## src/rtl/sd_cmd_engine.sv

```systemverilog
module sd_cmd_engine #(
  parameter int AW        = 10,
  parameter int TMO_TICKS = 64
) (
  input  logic          clk,
  input  logic          rst_n,
  input  logic          sd_tick,
  input  logic          wr_en,
  input  logic [AW-1:0] wr_addr,
  input  logic [31:0]   wr_data,
  input  logic [AW-1:0] rd_addr,
  output logic [31:0]   rd_data,
  input  logic          cmd_in,
  output logic          cmd_out,
  output logic          cmd_oe
);

  localparam int TW = $clog2(TMO_TICKS + 1);
  localparam logic [AW-1:0] A_CMD = 'h000;
  localparam logic [AW-1:0] A_ARG = 'h008;
  localparam logic [AW-1:0] A_R10 = 'h018;
  localparam logic [AW-1:0] A_R32 = 'h020;
  localparam logic [AW-1:0] A_R54 = 'h028;
  localparam logic [AW-1:0] A_R76 = 'h030;
  localparam logic [AW-1:0] A_ST1 = 'h038;
  localparam logic [AW-1:0] A_ST2 = 'h03c;

  typedef enum logic [1:0] {S_IDLE, S_SEND, S_WAIT, S_RECV} state_t;

  state_t        st;
  logic [14:0]   cmd_q;
  logic [31:0]   arg_q;
  logic [47:0]   tx_sr;
  logic [126:0]  rx_sr;
  logic [7:0]    cnt;
  logic [TW-1:0] wcnt;
  logic [31:0]   rsp10, rsp32, rsp54;
  logic [23:0]   rsp76;
  logic          done, e_rto, e_end, e_crc, e_idx;

  function automatic logic [6:0] crc7(input logic [39:0] d);
    logic [6:0] c;
    logic       fb;
    c = '0;
    for (int i = 39; i >= 0; i--) begin
      fb = d[i] ^ c[6];
      c  = {c[5:0], 1'b0} ^ (fb ? 7'h09 : 7'h00);
    end
    return c;
  endfunction

  wire [2:0]   rtype    = cmd_q[10:8];
  wire         long_rsp = (rtype == 3'd6);
  wire         no_rsp   = (rtype == 3'd3);
  wire         skip_chk = long_rsp || (rtype == 3'd7);
  wire [7:0]   last_bit = long_rsp ? 8'd135 : 8'd47;
  wire [127:0] rx_next  = {rx_sr, cmd_in};
  wire         busy     = (st != S_IDLE);
  wire         cmd_wr   = wr_en && (wr_addr == A_CMD) && !busy;

  assign cmd_oe  = (st == S_SEND);
  assign cmd_out = cmd_oe ? tx_sr[47] : 1'b1;

  always_comb begin
    case (rd_addr)
      A_CMD:   rd_data = {17'b0, cmd_q};
      A_ARG:   rd_data = arg_q;
      A_R10:   rd_data = rsp10;
      A_R32:   rd_data = rsp32;
      A_R54:   rd_data = rsp54;
      A_R76:   rd_data = {8'b0, rsp76};
      A_ST1:   rd_data = {31'b0, done};
      A_ST2:   rd_data = {17'b0, busy, 7'b0, e_rto, 3'b0, e_end, e_crc, e_idx};
      default: rd_data = '0;
    endcase
  end

  always_ff @(posedge clk or negedge rst_n) begin
    if (!rst_n) begin
      st    <= S_IDLE;
      cmd_q <= '0;
      arg_q <= '0;
      tx_sr <= '0;
      rx_sr <= '0;
      cnt   <= '0;
      wcnt  <= '0;
      rsp10 <= '0;
      rsp32 <= '0;
      rsp54 <= '0;
      rsp76 <= '0;
      done  <= 1'b0;
      e_rto <= 1'b0;
      e_end <= 1'b0;
      e_crc <= 1'b0;
      e_idx <= 1'b0;
    end else begin
      if (wr_en && wr_addr == A_ARG) arg_q <= wr_data;
      if (wr_en && wr_addr == A_ST1) done <= done & wr_data[0];
      if (wr_en && wr_addr == A_ST2) begin
        e_rto <= e_rto & wr_data[6];
        e_end <= e_end & wr_data[2];
        e_crc <= e_crc & wr_data[1];
        e_idx <= e_idx & wr_data[0];
      end
      case (st)
        S_IDLE: if (cmd_wr) begin
          cmd_q <= wr_data[14:0];
          tx_sr <= {2'b01, wr_data[5:0], arg_q, crc7({2'b01, wr_data[5:0], arg_q}), 1'b1};
          cnt   <= '0;
          st    <= S_SEND;
        end
        S_SEND: if (sd_tick) begin
          tx_sr <= {tx_sr[46:0], 1'b1};
          cnt   <= cnt + 8'd1;
          if (cnt == 8'd47) begin
            cnt  <= '0;
            wcnt <= '0;
            if (no_rsp) begin
              done <= 1'b1;
              st   <= S_IDLE;
            end else begin
              st <= S_WAIT;
            end
          end
        end
        S_WAIT: if (sd_tick) begin
          if (!cmd_in) begin
            rx_sr <= rx_next[126:0];
            cnt   <= 8'd1;
            st    <= S_RECV;
          end else if (wcnt == TW'(TMO_TICKS - 1)) begin
            e_rto <= 1'b1;
            st    <= S_IDLE;
          end else begin
            wcnt <= wcnt + 1'b1;
          end
        end
        S_RECV: if (sd_tick) begin
          rx_sr <= rx_next[126:0];
          cnt   <= cnt + 8'd1;
          if (cnt == last_bit) begin
            st    <= S_IDLE;
            done  <= 1'b1;
            rsp10 <= rx_next[39:8];
            if (long_rsp) begin
              rsp32 <= rx_next[71:40];
              rsp54 <= rx_next[103:72];
              rsp76 <= rx_next[127:104];
            end
            if (!rx_next[0]) e_end <= 1'b1;
            if (!skip_chk && rx_next[7:1] != crc7(rx_next[47:8])) e_crc <= 1'b1;
            if (!skip_chk && rx_next[45:40] != cmd_q[5:0]) e_idx <= 1'b1;
          end
        end
        default: st <= S_IDLE;
      endcase
    end
  end

  assert_frame_starts_low_R2: assert property (@(posedge clk) disable iff (!rst_n)
    $rose(cmd_oe) |-> !cmd_out);

  assert_line_holds_between_ticks_R2: assert property (@(posedge clk) disable iff (!rst_n)
    (cmd_oe && !sd_tick) |=> (cmd_oe && $stable(cmd_out)));

  assert_busy_write_ignored_R4: assert property (@(posedge clk) disable iff (!rst_n)
    (wr_en && wr_addr == A_CMD && busy) |=> $stable(cmd_q));

  assert_done_ends_transaction_R5: assert property (@(posedge clk) disable iff (!rst_n)
    $rose(done) |-> ($past(busy) && !busy));

  assert_timeout_from_wait_R7: assert property (@(posedge clk) disable iff (!rst_n)
    $rose(e_rto) |-> ($past(st == S_WAIT) && !done));

  assert_rsp_hold_when_idle_R6: assert property (@(posedge clk) disable iff (!rst_n)
    (st == S_IDLE) |=> ($stable(rsp10) && $stable(rsp76)));

endmodule

```

## config.mk

```make
export PLATFORM = sky130hd
export DESIGN_NAME = sd_cmd_engine
export DESIGN_NICKNAME = d
export VERILOG_FILES = /design/src/rtl/sd_cmd_engine.sv
export SDC_FILE = /design/constraint.sdc
export NUM_CORES = 1
export LEC_CHECK = 0
export ABC_AREA = 0
export BUFFER_PORTS_ARGS = -buffer_cell sky130_fd_sc_hd__buf_2
export CORE_ASPECT_RATIO = 2
export CORE_MARGIN = 2
export CORE_UTILIZATION = 40
export DETAILED_ROUTE_END_ITERATION = 10
export PLACE_DENSITY = 0.52
export SLEW_MARGIN = 20
export SYNTH_ARGS = -nofsm -noshare
export SYNTH_HDL_FRONTEND = slang
export SYNTH_SLANG_ARGS = --single-unit
```

## constraint.sdc

```tcl
create_clock -name clk -period 4.26 [get_ports clk]
set_clock_uncertainty 0.2 [all_clocks]
set_input_delay 0.852 -clock clk [delete_from_list [all_inputs] [get_ports clk]]
set_output_delay 0.852 -clock clk [all_outputs]
set_load 0.02 [all_outputs]
```

==> key figures, run 1 <==
STA
  – Hold_ws: 92.9 ps
  – # setup viols final: 0
  – Fin Setup TNS: 0 ps
  – Final period utilization: 95.5%
  – Tmin final: 4070 ps
  – Worst-margin pin slew: 777 ps
  – Worst Setup Slack, final: 192 ps
  – Slew headroom: 47.7%
  – Highest Clock Rate: 246 MHz
  – Final hold viol count: 0
  – Max-slew violation count: 0

Yosys
  – Mapped Area: 17000 µm²
  – Post-Synth XOR/XNOR Area: 10.1%
  – Synth Register Bits: 364
  – Synth top area share: 53.4%
  – Simple-gate area share of the yosys netlist: 5.00%
  – Synth area leader: dfrtp_1
  – Synth Area in Compound Gates: 7.10%
  – Combinational family with the most area after synthesis: multiplexers
  – EDFF count, synth: 0
  – Mapped Cells: 1299
  – Adder-Cell Fraction of Synth Area: 0.147%
  – Syn nets: 1358
  – Post-synthesis mux area share: 22.3%
  – Synth warn: 0
  – Mean Syn Cell Area: 13.1 µm²
  – Async S/R FF share, synth: 100%
  – Synth Flop Type: dfrtp_1
  – Sequential-to-total area share from yosys stat: 53.4%
  – Synth top area cells: dfrtp_1, mux2_2, xnor2_1, xnor3_1, mux2i_1
  – Post-synth cell types: 48

Clock network
  – Clock Path Buffers: 3
  – CTS H-tree depth: 2
  – CTS Buf Count: 37
  – CTS sink cnt: 364
  – Clock-pin slew on the worst setup and hold paths: 60 ps
  – Worst-skew pair later-pin latency: 540 ps
  – Root buffer cell: clkbuf_16
  – CTS tree: yes

Critical path
  – Crit path launch type: input port
  – Worst R2R Setup Slack: 1040 ps
  – Critical path class: input port to output port
  – Crit Path Max Fanout: 14
  – Setup crit end kind: output port
  – WP data arrival: 3020 ps
  – Worst EP required: 3210 ps

Layout
  – N_diodes: 0
  – Multi-input gate area: 7670 µm²
  – Area grow syn2layout: 14.8%
  – Final Cell Area: 19600 µm²
  – Register area: 9110 µm²
  – Share of cells above drive strength 1: 35.6%
  – Nets: 1452
  – Filler cells: 3889

Floorplanning
  – Io pins: 91
  – Die ar.: 44400 µm²
  – Die X: 150 µm
  – Die H: 296 µm
  – Core area: 42300 µm²
  – Initial Util: 40.3%
  – Rows: 107

Routing
  – Post-DR wirelength/cell: 23.1 µm
  – DRC viols: 0
  – Pre-Repair DR Iteration Count: 8
  – Routed WL: 45300 µm
  – Vias: 10.7k
  – Vias/cell: 5.42
  – Antenna-violating nets left: 0
  – Initial DRC Count: 512

Placement
  – Placer Congestion: 0.849
  – # port buffers: 90
  – Placed cell areas: 18400 µm²
  – DP HPWL: 32300 µm
  – Pre-CTS setup slack: 195 ps

Job
  – Max cap viols: 0

Global route
  – GRT Total Usage: 21.0%
  – First-pass GRT wire length: 70200 µm
  – Vias in the first global route: 11.5k
  – Largest net degree at the start of global routing: 90
  – Initial antenna violation count: 0
  – Global route overflow: 0

Run status
  – Status: complete, no violations

Pwr
  – Worst vdd ir: 321 µV
  – Pwr dens: 409 nW/µm²
  – Leakage: 9.53 nW
  – Overall Power: 8.00 mW

Hold path
  – Worst Hold Class: input port to async pin
## worst max-delay path: stages
cell and delay, ps:
buf_2 90, nor4_1 270, nand2_1 190, nor3b_1 340
nor2b_4 300, buf_4 160, buf_12 150, a222oi_1 90
and2_1 180, o21ai_0 180, buf_2 200
## repair_timing
| action | in CTS | in global routing |
|---|---|---|
| gates resized for setup | 0 | 0 |
| buffers inserted | 0 | 2 |
| hold buffers | 0 | 0 |
| setup endpoints to repair | 0 | 8 |
## layout make-up
type | count | area share (%)
Clock inverter | 13 | 0.505
Inverter | 7 | 0.134
Sequential cell | 364 | 46.5
Multi-Input combinational cell | 849 | 39.2
Clock buffer | 54 | 5.53
Tap cell | 545 | 3.48
Timing Repair Buffer | 134 | 4.62
## path summary, 6_finish.rpt
kind / from / endpoint / cells past startpoint
min in group clk: tx_sr[0]$_DFFE_PN0P_ / tx_sr[0]$_DFFE_PN0P_ / 1
worst max register to register: rx_sr[43]$_DFFE_PN0P_ / e_crc$_DFF_PN0_ / 8
worst min-delay path: rst_n / tx_sr[38]$_DFFE_PN0P_ / 1
worst max-delay path: rd_addr[9] / rd_data[7] / 11
worst min register to register: tx_sr[0]$_DFFE_PN0P_ / tx_sr[0]$_DFFE_PN0P_ / 1
max in group asynchronous: rst_n / rsp54[18]$_DFFE_PN0P_ / 2
## cells in the mapped netlist (3+ instances only)
master	n
nor4_1	5
inv_1	7
xor3_1	5
a21oi_1	19
clkbuf_1	59
o31ai_1	6
a22o_1	10
mux2_2	298
xor2_1	23
o21ai_0	73
nand2_1	86
nand3_1	15
buf_2	5
mux2i_1	45
nor3_1	8
nand2b_1	8
buf_1	15
dfrtp_1	364
and3_1	7
a22oi_1	22
xnor3_1	26
xnor3_2	4
o211ai_1	5
a221oi_1	17
and2_1	9
xnor2_1	75
nor2_1	34
a222oi_1	20
nor2b_1	3
## per-stage QoR
step	cells	utilization, %
4_1_cts	1964	46.2
5_1_grt	1966	46.3
6_report	1966	46.3
2_1_floorplan	1299	-
3_5_place_dp	1897	43.4
3_3_place_gp	1897	43.4
## layer usage
metal / global-route usage [%] / up-vias / routed length (µm)
met5: 0 / - / 0
met4: 7.04 / 0 / 1480
met3: 2.72 / 70 / 1790
met2: 37.7 / 217 / 23800
met1: 26.0 / 5513 / 18300
li1: - / 4863 / -
## flip-flops by register name, indices dropped and copies added (netlist names)
name / flops
rsp10: 32
cnt: 8
st: 2
e_end: 1
e_idx: 1
done: 1
rsp32: 32
e_rto: 1
rsp76: 24
wcnt: 7
rx_sr: 127
e_crc: 1
tx_sr: 48
cmd_q: 15
rsp54: 32
arg_q: 32
## cell families (layout without fill, tap and decap cells)
family                     Yosys count  after routing
DFF                                364            364
AOI/OAI and AO/OA                  181            181
adders and majority gates            2              2
and+or+nand+nor                    187            187
muxes                              343            343
buffers and inverters               86            208
xor gates and xnor gates           136            136
## where the power goes
part           internal (mW)  switching, mW  leakage (nW)
combinational          0.470          0.548          3.91
clock                   1.83           1.38         0.583
sequential              3.62          0.147          5.04
total                   5.92           2.08          9.53
## placed cells by master, fill, tap and decap left out, types with 3 or more instances in the layout
master       n
dfrtp_1    364
mux2_2     298
buf_2       89
nand2_1     85
xnor2_1     75
o21ai_0     73
mux2i_1     45
clkbuf_16   39
buf_4       35
nor2_1      33
xnor3_1     26
xor2_1      23
a22oi_1     22
a222oi_1    20
a21oi_1     18
a221oi_1    17
nand3_1     15
a22o_1      10
clkbuf_1    10
and2_1       9
clkinv_2     9
buf_12       9
nor3_1       8
and3_1       7
nand2b_1     7
inv_1        6
o31ai_1      6
o211ai_1     5
xor3_1       5
clkbuf_8     5
xnor3_2      4
nor4_1       3
Note: power is estimated with default switching activity, not from simulation.
==> inputs of run 2 (changes only) <==
clock period = 4.49 ns   (was 4.26 ns; I/O delays follow)
==> key figures, run 2 (same netlist as run 1, synthesis figures left out) <==
Routing
  – Pre-Repair DR Iteration Count: 7
  – DRC viols: 0
  – Routed WL: 44900 µm
  – Initial DRC Count: 561
  – Vias: 10.7k
  – Post-DR wirelength/cell: 23.0 µm
  – Vias/cell: 5.46
  – Antenna-violating nets left: 0

Clock network
  – CTS Buf Count: 36
  – Post-CTS Setup Bufs: 0
  – Worst-skew pair later-pin latency: 540 ps
  – CTS H-tree depth: 2
  – Clock Path Buffers: 3
  – Root buffer cell: clkbuf_16
  – CTS resizes: 0
  – CTS sink cnt: 364
  – Clock-pin slew on the worst setup and hold paths: 60 ps
  – CTS tree: yes
  – Hold buffer count at CTS: 0

Global route
  – Grt met2 use: 36.6%
  – Initial antenna violation count: 0
  – GRT Total Usage: 20.7%
  – First-pass GRT wire length: 69400 µm
  – Global routing's busiest layer: met2
  – Largest net degree at the start of global routing: 115
  – Met3 usage: 2.37%
  – Met1 GRT Util: 26.2%
  – Vias in the first global route: 11.2k
  – Global route overflow: 0

Critical path
  – Worst R2R Setup Slack: 1270 ps
  – Critical Path End: rd_data[11]
  – Reg2Reg Depth: 8
  – Worst r2r dst: e_crc$_DFF_PN0_
  – Crit path launch type: input port
  – WP data arrival: 3030 ps
  – Reg2reg start: rx_sr[43]$_DFFE_PN0P_
  – Start point of the critical path: rd_addr[9]
  – Setup crit end kind: output port
  – Crit Path Max Fanout: 23
  – Worst EP required: 3390 ps
  – Critical path class: input port to output port

Pwr
  – Pwr dens: 393 nW/µm²
  – Worst vdd ir: 294 µV
  – Leakage: 9.51 nW
  – Overall Power: 7.68 mW

Placement
  – Placer Congestion: 0.815
  – Placed cell areas: 18300 µm²
  – # port buffers: 90
  – Pre-CTS setup slack: 388 ps
  – DP HPWL: 31800 µm
  – # placed instances: 1893

Layout
  – N_diodes: 0
  – Regs by FF count: rx_sr x127, tx_sr x48
  – Filler cells: 3907
  – Final core occ: 46.2%
  – Final Cell Area: 19600 µm²
  – Number of flip-flops in the largest register: 127
  – Finished Layout Cells: 1956
  – Area grow syn2layout: 14.7%
  – Leading cell type in the layout, fill and taps excluded: dfrtp_1
  – Share of cells above drive strength 1: 35.3%
  – Top reg by flops: rx_sr
  – Most frequent cells in the layout: dfrtp_1, mux2_2, buf_2
  – Nets: 1445

Job
  – Max cap viols: 0

Floorplanning
  – Initial Util: 40.3%
  – Die ar.: 44400 µm²
  – Core area: 42300 µm²
  – Die X: 150 µm
  – Io pins: 91
  – Rows: 107
  – Die H: 296 µm

STA
  – Worst-margin pin slew: 961 ps
  – Fin Setup TNS: 0 ps
  – Tmin final: 4130 ps
  – Worst Setup Slack, final: 361 ps
  – # setup viols final: 0
  – Highest Clock Rate: 242 MHz
  – RSZ-0062 raised after global routing: no
  – Final hold viol count: 0
  – Hold_ws: 241 ps
  – Final period utilization: 92.0%
  – Max-slew violation count: 0
  – Slew headroom: 35.9%

Run status
  – Status: complete, no violations

Hold path
  – Worst Hold Class: input port to async pin
[run 2: cell count changes in the layout (fill, tap and decap cells not counted), sizes merged]
cell and change:
clkinv -4, bufinv +3, buf -6, inv +1, clkbuf -3, clkinvlp -1
[run 2: cell type report]
class / instances / area (µm²) / share of cell area, %
clock buffers: 51 / 1040 / 5.31
inverters: 7 / 26.3 / 0.134
multi-input cells: 849 / 7670 / 39.2
clock inverters: 12 / 170 / 0.870
repair buffers: 128 / 858 / 4.39
flip-flops and latches: 364 / 9110 / 46.6
well taps: 545 / 682 / 3.49
[run 2: worst max-delay path, cell delays in order]
cell,delay (ps)
buf_2,100
nor4_1,260
nand2_1,180
nor3b_1,390
nor2b_4,280
buf_4,320
a22oi_1,150
o211ai_1,240
buf_2,220
[run 2: power breakdown]
part | leakage, nW | total, mW | switching [mW] | internal (mW)
sequential | 5.04 | 3.58 | 0.145 | 3.43
clock | 0.594 | 3.12 | 1.28 | 1.85
combinational | 3.87 | 0.975 | 0.527 | 0.448
total | 9.51 | 7.68 | 1.95 | 5.73
[run 2: layer usage]
| layer | wire (µm) | vias up |
|---|---|---|
| li1 | - | 4830 |
| met1 | 18900 | 5580 |
| met2 | 23200 | 210 |
| met3 | 1400 | 67 |
| met4 | 1430 | 0 |
| met5 | 0 | - |
[run 2: worst min path at each step]
stage                                      from                    end  slack [ps]  depth (start not counted)
final                                     rst_n  tx_sr[40]$_DFFE_PN0P_         240                          1
after global routing      tx_sr[45]$_DFFE_PN0P_  tx_sr[45]$_DFFE_PN0P_         300                          2
after CTS                   wcnt[6]$_DFFE_PN0P_        e_rto$_DFF_PN0_         280                          1
after detailed placement  tx_sr[21]$_DFFE_PN0P_  tx_sr[21]$_DFFE_PN0P_         270                          2
after global placement     tx_sr[0]$_DFFE_PN0P_   tx_sr[0]$_DFFE_PN0P_         250                          1
after floorplan            tx_sr[0]$_DFFE_PN0P_   tx_sr[0]$_DFFE_PN0P_         230                          1
